`config.mk`:
```
export PLATFORM = sky130hd
export DESIGN_NAME = randcomp_mbist
export DESIGN_NICKNAME = d
export VERILOG_FILES = /design/src/rtl/rcmt_pkg.sv /design/src/rtl/rcmt_prng.sv /design/src/rtl/rcmt_seed_store.sv /design/src/rtl/rcmt_ctrl.sv /design/src/rtl/randcomp_mbist.sv
export SDC_FILE = /design/constraint.sdc
export NUM_CORES = 1
export LEC_CHECK = 0
export BUFFER_PORTS_ARGS = -buffer_cell sky130_fd_sc_hd__buf_4
export CAP_MARGIN = 15
export CORE_MARGIN = 3
export CORE_UTILIZATION = 40
export DETAILED_ROUTE_END_ITERATION = 16
export PLACE_DENSITY_LB_ADDON = 0.25
export RECOVER_POWER = 100
export SYNTH_ARGS = -nofsm -noshare
export SYNTH_HDL_FRONTEND = slang
export SYNTH_HIERARCHICAL = 1
export SYNTH_SLANG_ARGS = --single-unit
```
`constraint.sdc`:
```
create_clock -name clk -period 2.8 [get_ports clk]
set_input_delay 0.56 -clock clk [delete_from_list [all_inputs] [get_ports clk]]
set_output_delay 0.56 -clock clk [all_outputs]
set_load 0.05 [all_outputs]
```
`src/rtl/rcmt_pkg.sv`:
```
// Package: shared types and the generator step for the random-complement
// memory self-test. Assumes a 64-bit data word.
package rcmt_pkg;

    localparam int WORD_W = 64;

    typedef enum logic [3:0] {
        ST_IDLE,
        ST_FILL,   // walk 1: write random words
        ST_INV,    // walk 2: write inverted words
        ST_RD3,    // walk 3: issue read
        ST_CMP3,   // walk 3: compare against inverse
        ST_WB3,    // walk 3: restore original
        ST_RD4,    // walk 4: issue read
        ST_CMP4,   // walk 4: compare against original
        ST_GAP,    // idle cycle between walks, stop sampled
        ST_FIN     // closing cycle, result formed
    } state_e;

    // One xorshift step; maximal length over non-zero 64-bit states.
    function automatic logic [WORD_W-1:0] xs_next(input logic [WORD_W-1:0] x);
        logic [WORD_W-1:0] t;
        t = x ^ (x << 13);
        t = t ^ (t >> 7);
        t = t ^ (t << 17);
        return t;
    endfunction

endpackage

```
`src/rtl/rcmt_prng.sv`:
```
// Module: pseudo-random word source. Holds the generator state, reloads it
// from a seed on request and advances it one step per accessed location.
// Assumes the seed presented on load is non-zero.
module rcmt_prng
    import rcmt_pkg::*;
(
    input  logic              clk,
    input  logic              rst_n,
    input  logic              load,
    input  logic              step,
    input  logic [WORD_W-1:0] seed,
    output logic [WORD_W-1:0] word
);

    localparam logic [WORD_W-1:0] RESET_STATE = {{(WORD_W-1){1'b0}}, 1'b1};

    logic [WORD_W-1:0] state_q;

    // State register: reload wins over step.
    always_ff @(posedge clk) begin
        if (!rst_n)       state_q <= RESET_STATE;
        else if (load)    state_q <= seed;
        else if (step)    state_q <= xs_next(state_q);
    end

    assign word = state_q;

    assert_state_nonzero_R2: assert property (@(posedge clk) disable iff (!rst_n)
        state_q != '0);

endmodule

```
`src/rtl/rcmt_seed_store.sv`:
```
// Module: persistent seed register. Takes the generator's final state when
// the controller commits a passing run, otherwise holds.
module rcmt_seed_store
    import rcmt_pkg::*;
#(
    parameter logic [WORD_W-1:0] SEED_INIT = 64'h9E3779B97F4A7C15
) (
    input  logic              clk,
    input  logic              rst_n,
    input  logic              commit,
    input  logic [WORD_W-1:0] final_state,
    output logic [WORD_W-1:0] seed
);

    logic [WORD_W-1:0] seed_q;

    // Seed register: updates only on commit.
    always_ff @(posedge clk) begin
        if (!rst_n)      seed_q <= SEED_INIT;
        else if (commit) seed_q <= final_state;
    end

    assign seed = seed_q;

    assert_seed_hold_R9: assert property (@(posedge clk) disable iff (!rst_n)
        !$stable(seed_q) |-> $past(commit));

endmodule

```
`src/rtl/rcmt_ctrl.sv`:
```
// Module: walk sequencer. Steps through the four walks over the latched
// window, drives the memory port, compares returned data and forms the
// result. Assumes read data arrives exactly one cycle after mem_re.
module rcmt_ctrl
    import rcmt_pkg::*;
#(
    parameter int AW = 6
) (
    input  logic              clk,
    input  logic              rst_n,
    input  logic              start,
    input  logic              stop,
    input  logic [AW-1:0]     start_addr,
    input  logic [AW-1:0]     end_addr,
    input  logic [WORD_W-1:0] word,
    input  logic [WORD_W-1:0] mem_rdata,
    output logic              busy,
    output logic              done,
    output logic              pass,
    output logic              prng_load,
    output logic              prng_step,
    output logic              commit,
    output logic              mem_we,
    output logic              mem_re,
    output logic [AW-1:0]     mem_addr,
    output logic [WORD_W-1:0] mem_wdata,
    output logic              err_valid,
    output logic [AW-1:0]     err_addr,
    output logic [WORD_W-1:0] err_exp,
    output logic [WORD_W-1:0] err_act,
    output logic [WORD_W-1:0] err_diff
);

    state_e            state_q, resume_q;
    logic [AW-1:0]     addr_q, lo_q, hi_q;
    logic              err_flag_q, done_q, pass_q;
    logic              last_loc, cmp_active, mismatch;
    logic [WORD_W-1:0] cmp_exp;

    // Bus and compare decode from the current state.
    always_comb begin
        mem_we     = (state_q == ST_FILL) || (state_q == ST_INV) || (state_q == ST_WB3);
        mem_re     = (state_q == ST_RD3) || (state_q == ST_RD4);
        mem_addr   = addr_q;
        mem_wdata  = (state_q == ST_INV) ? ~word : word;
        cmp_active = (state_q == ST_CMP3) || (state_q == ST_CMP4);
        cmp_exp    = (state_q == ST_CMP3) ? ~word : word;
        mismatch   = cmp_active && (mem_rdata != cmp_exp);
        last_loc   = (addr_q == hi_q - 1'b1);
    end

    // Generator and seed control.
    always_comb begin
        prng_load = ((state_q == ST_IDLE) && start) || ((state_q == ST_GAP) && !stop);
        prng_step = (state_q == ST_FILL) || (state_q == ST_INV) ||
                    (state_q == ST_WB3)  || (state_q == ST_CMP4);
        commit    = (state_q == ST_FIN) && !err_flag_q;
    end

    // Error record, valid in a failing compare cycle.
    always_comb begin
        err_valid = mismatch;
        err_addr  = addr_q;
        err_exp   = cmp_exp;
        err_act   = mem_rdata;
        err_diff  = cmp_exp ^ mem_rdata;
    end

    // Sequencer: state, address walk, sticky error and result.
    always_ff @(posedge clk) begin
        if (!rst_n) begin
            state_q    <= ST_IDLE;
            resume_q   <= ST_IDLE;
            addr_q     <= '0;
            lo_q       <= '0;
            hi_q       <= '0;
            err_flag_q <= 1'b0;
            done_q     <= 1'b0;
            pass_q     <= 1'b0;
        end else begin
            done_q <= 1'b0;
            unique case (state_q)
                ST_IDLE: begin
                    if (start) begin
                        lo_q       <= start_addr;
                        hi_q       <= end_addr;
                        addr_q     <= start_addr;
                        err_flag_q <= 1'b0;
                        pass_q     <= 1'b0;
                        state_q    <= (end_addr > start_addr) ? ST_FILL : ST_FIN;
                    end
                end
                ST_FILL, ST_INV: begin
                    if (last_loc) begin
                        addr_q   <= lo_q;
                        resume_q <= (state_q == ST_FILL) ? ST_INV : ST_RD3;
                        state_q  <= ST_GAP;
                    end else begin
                        addr_q <= addr_q + 1'b1;
                    end
                end
                ST_GAP: begin
                    if (stop) begin
                        done_q  <= 1'b1;
                        pass_q  <= 1'b0;
                        state_q <= ST_IDLE;
                    end else begin
                        state_q <= resume_q;
                    end
                end
                ST_RD3: state_q <= ST_CMP3;
                ST_CMP3: begin
                    if (mismatch) err_flag_q <= 1'b1;
                    state_q <= ST_WB3;
                end
                ST_WB3: begin
                    if (last_loc) begin
                        addr_q   <= lo_q;
                        resume_q <= ST_RD4;
                        state_q  <= ST_GAP;
                    end else begin
                        addr_q  <= addr_q + 1'b1;
                        state_q <= ST_RD3;
                    end
                end
                ST_RD4: state_q <= ST_CMP4;
                ST_CMP4: begin
                    if (mismatch) err_flag_q <= 1'b1;
                    if (last_loc) begin
                        state_q <= ST_FIN;
                    end else begin
                        addr_q  <= addr_q + 1'b1;
                        state_q <= ST_RD4;
                    end
                end
                ST_FIN: begin
                    done_q  <= 1'b1;
                    pass_q  <= !err_flag_q;
                    state_q <= ST_IDLE;
                end
                default: state_q <= ST_IDLE;
            endcase
        end
    end

    assign busy = (state_q != ST_IDLE);
    assign done = done_q;
    assign pass = pass_q;

    assert_write_in_window_R3: assert property (@(posedge clk) disable iff (!rst_n)
        mem_we |-> (mem_addr >= lo_q) && (mem_addr < hi_q));

    assert_done_one_cycle_R8: assert property (@(posedge clk) disable iff (!rst_n)
        done |=> !done);

    assert_busy_fall_done_R8: assert property (@(posedge clk) disable iff (!rst_n)
        $fell(busy) |-> done);

    assert_err_only_compare_R7: assert property (@(posedge clk) disable iff (!rst_n)
        err_valid |-> busy && !mem_we && !mem_re);

    assert_stop_aborts_R10: assert property (@(posedge clk) disable iff (!rst_n)
        (state_q == ST_GAP) && stop |=> done && !pass && !busy);

endmodule

```
`src/rtl/randcomp_mbist.sv`:
```
// Module: top of the random-complement memory self-test. Connects the walk
// sequencer, the random word source and the persistent seed store.
// Assumes a memory with one-cycle read latency on the attached port.
module randcomp_mbist
    import rcmt_pkg::*;
#(
    parameter int                AW        = 6,
    parameter logic [WORD_W-1:0] SEED_INIT = 64'h9E3779B97F4A7C15
) (
    input  logic              clk,
    input  logic              rst_n,
    input  logic              start,
    input  logic              stop,
    input  logic [AW-1:0]     start_addr,
    input  logic [AW-1:0]     end_addr,
    output logic              busy,
    output logic              done,
    output logic              pass,
    output logic              mem_we,
    output logic              mem_re,
    output logic [AW-1:0]     mem_addr,
    output logic [WORD_W-1:0] mem_wdata,
    input  logic [WORD_W-1:0] mem_rdata,
    output logic              err_valid,
    output logic [AW-1:0]     err_addr,
    output logic [WORD_W-1:0] err_exp,
    output logic [WORD_W-1:0] err_act,
    output logic [WORD_W-1:0] err_diff
);

    logic              prng_load, prng_step, commit;
    logic [WORD_W-1:0] word, seed;

    rcmt_ctrl #(.AW(AW)) u_ctrl (
        .clk(clk), .rst_n(rst_n), .start(start), .stop(stop),
        .start_addr(start_addr), .end_addr(end_addr),
        .word(word), .mem_rdata(mem_rdata),
        .busy(busy), .done(done), .pass(pass),
        .prng_load(prng_load), .prng_step(prng_step), .commit(commit),
        .mem_we(mem_we), .mem_re(mem_re), .mem_addr(mem_addr), .mem_wdata(mem_wdata),
        .err_valid(err_valid), .err_addr(err_addr), .err_exp(err_exp),
        .err_act(err_act), .err_diff(err_diff)
    );

    rcmt_prng u_prng (
        .clk(clk), .rst_n(rst_n), .load(prng_load), .step(prng_step),
        .seed(seed), .word(word)
    );

    rcmt_seed_store #(.SEED_INIT(SEED_INIT)) u_seed (
        .clk(clk), .rst_n(rst_n), .commit(commit),
        .final_state(word), .seed(seed)
    );

endmodule

```
==> impl_metrics.yaml <==
floorplan:
  dieArea_mm2: 0.0316
  initial_core_util_pct: 40.8
  rows: 62
  pin_count: 354
  fp.coreArea_mm2: 0.0289
  die_width_um: 178
  fp.dieH_um: 178
clocking:
  cts-root-buf: "clkbuf_16"
  clk_pin_slew_worst_paths_ps: 70
  clock_path_buffers: 2
  clk_latency_ps: 430
  cts_sinks: 156
  htree_levels: 4
  hold_buffers: 0
  cts_tree: "yes"
  cts_inserted_buffers: 17
setup_path:
  crit_type: "reg -> out"
  cp_cell_sequence: "or4b_4 -> bufbuf_16 -> and4_1 -> mux2i_1 -> nor4_2 -> buf_4 -> a41oi_4 -> buf_6"
  cp.required_ps: 2240
  slowest_delay_ps: 610
  critical_path_buf_inv_count: 3
  crit_family: "simple AND/OR/NAND/NOR gates"
  worstSetupStartpointType: "register"
  end_kind: "output port"
  critical_path.max_fanout: 7
  critPathSlowestCell: "or4b_4"
  crit_arrival_ps: 2760
detailed_routing:
  ant_nets: 0
  post_drt_wl_per_cell_um: 21.4
  wl_met1_mm: 18.3
  routed_wl_mm: 44.8
  vias: 11100
  firstDrtPassIters: 5
  drc_errors: 0
  top_layer: "met4"
  drtIter0Drc: 914
  wl_met3_mm: 3.51
  vias_per_cell: 5.32
  met2WireLength_mm: 21.5
synthesis:
  synthTopCellsByArea: "dfxtp_1 26%, xnor2_1 17%, xor2_1 15%"
  async_flop_share_pct: 0
  synth-edff-count: 0
  synth_ff_type: "dfxtp_1"
  netlist-cell-type-count: 64
  synth_top_cell_area_share_pct: 26.4
  synthCells: 1326
  syn_nets: 1414
  yosysMostFrequentCell: "xnor2_1"
  synth_compound_area_share_pct: 9.69
  synth-simple-area-share_pct: 13.0
  synthMuxAreaShare_pct: 7.54
  avgSynthCellArea_um2: 8.91
  synthXorXnorAreaFrac_pct: 33.9
  ys_top_cells_by_count: "234 x xnor2_1, 202 x xor2_1, 156 x dfxtp_1, 95 x nand2_1, 89 x mux2i_1"
  ys_seq_area_share_pct: 26.4
  synth-seq-cells: 156
  yosys.area_share.adder_pct: 0.847
  synth_top_family_by_area: "XOR/XNOR gates"
  post-synth-top-area-cell: "dfxtp_1"
  ys_warn_count: 6
  netlist_area_mm2: 0.0118
layout:
  fin_util_pct: 66.2
  nNetsFinal: 1787
  area_growth_pct: 62.0
  fin_area_mm2: 0.0192
  drive_above_1_share_pct: 39.0
  diodes: 0
run_status:
  violations: "setup timing"
  status: "finished with violations"
pwr:
  power_density_mw_per_mm2: 1380
  leakagePower_uw: 0.00786
  p_total_uw: 26300
  vdd_drop_max_uv: 856
sta:
  fin_setup_tns_ps: -19060
  relSlewSlack_pct: 56.2
  grt_setup_unrepaired: "yes"
  hold_viol_final: 0
  setup_slack_ps: -520
  timing.final.crit_period_ps: 3320
  tightest_slew_ps: 659
  slew_violations: 0
  fin_skew_ps: 19.9
  min_period_over_period_pct: 119
  setup_viol: 121
  max_freq_mhz: 301
grt:
  grt_pass1_wl_mm: 66.0
  grt_pass1_vias: 10800
  gr-usage-all-layers_pct: 27.3
  grt_max_degree: 102
  overflow: 0
  antenna_found_initial: 0
placed_design:
  dp_hpwl_mm: 31.4
  gp_congestion: 0.924
  postPlaceCellArea_mm2: 0.0169
  pre_cts_ws_ps: -126
  io_buffers: 353
min_path:
  min_path_type: "in -> reg"
run:
  cap_viol_max_count: 0
==> state kept, by name, summed over array words and instances (netlist names) <==
signal / count
u_prng/word: 64
u_seed/seed: 64
u_ctrl/err_addr: 6
u_ctrl/hi_q: 6
u_ctrl/lo_q: 6
u_ctrl/state_q: 4
u_ctrl/resume_q: 3
u_ctrl/done: 1
u_ctrl/err_flag_q: 1
u_ctrl/pass: 1
==> per-stage QoR <==
step           hold WS (ps)  std cells
2_1_floorplan           432       1326
3_3_place_gp            446       2018
3_5_place_dp            450       2018
4_1_cts                 385       2072
5_1_grt                 391       2095
6_report                401       2095
==> worst paths after layout <==
check                    start        endpoint  slack, ps  depth (start not counted)
min reg2reg     u_ctrl/lo_q[3]  u_ctrl/lo_q[3]        460                          2
max reg2reg  u_ctrl/state_q[1]  u_prng/word[7]        110                         12
max          u_ctrl/state_q[0]       err_valid       -520                          8
min                end_addr[2]  u_ctrl/hi_q[2]        400                          3
==> layout make-up <==
cell class | instances | area [µm²]
clock buffer | 18 | 439
clock inverter | 13 | 165
fill | 2332 | 9780
inverter | 16 | 63.8
multi-input combinational | 1005 | 10200
sequential | 156 | 3130
tap | 384 | 480
timing repair buffer | 503 | 4670
==> worst register-to-register path: cells and delay by family, from the launching register on <==
kind / cells / cell delay (ps)
buffers and inverters: 5 / 1130
AND/OR/NAND/NOR: 4 / 480
flip-flops: 1 / 350
XOR/XNOR: 1 / 280
AO/OA/AOI/OAI: 1 / 270
multiplexers: 1 / 130
==> kinds of logic (layout without fill, tap and decap cells) <==
group / Yosys count / count (layout)
flops: 156 / 156
xor+xnor: 446 / 446
buf+inv: 165 / 550
mux: 89 / 89
fa+ha+maj: 8 / 8
simple gates: 284 / 284
compound gates: 178 / 178
==> timing repair <==
item,CTS,global route
gates cloned,8,2
pin swaps,25,32
gates resized for setup,190,97
endpoints found under the setup margin,190,187
buffers inserted,15,26
==> report_power, final <==
group | total (µW) | internal [µW] | switching (µW) | leakage, µW
logic | 20800 | 8200 | 12600 | 0.00630
clock network | 2420 | 1430 | 994 | 0.000285
registers | 3080 | 2690 | 386 | 0.00128
total | 26300 | 12300 | 14000 | 0.00786
==> layer usage <==
layer  GRT usage (%)  vias to the layer above
met5               0                        -
met4            8.44                        0
met3            4.54                       80
met2            45.2                      622
met1            36.5                     5373
li1                -                     5071
==> placed cells by master, fill, tap and decap left out, drive strengths merged, types with 2 or more instances in the layout <==
master,synthesis,layout
buf,105,422
xnor2,238,238
xor2,205,205
dfxtp,156,156
clkbuf,44,97
nand2,95,95
mux2i,89,89
a21oi,61,61
o22ai,41,41
nor2,40,40
nor3b,34,34
nor2b,32,32
nor4,23,23
inv,16,18
and4,17,17
a21boi,15,15
and3,14,14
o21ai,13,13
nand3,9,9
ha,8,8
a31oi,7,7
o21a,6,6
nand2b,6,6
a211oi,6,6
clkinvlp,0,5
nor3,5,5
o211ai,4,4
o211a,4,4
o31ai,4,4
bufinv,0,3
xnor3,3,3
a32oi,3,3
o221a,3,3
clkinv,0,3
bufbuf,0,2
and2,2,2
a22oi,2,2
nand3b,2,2
No activity file was read; power rests on OpenSTA's default activity.
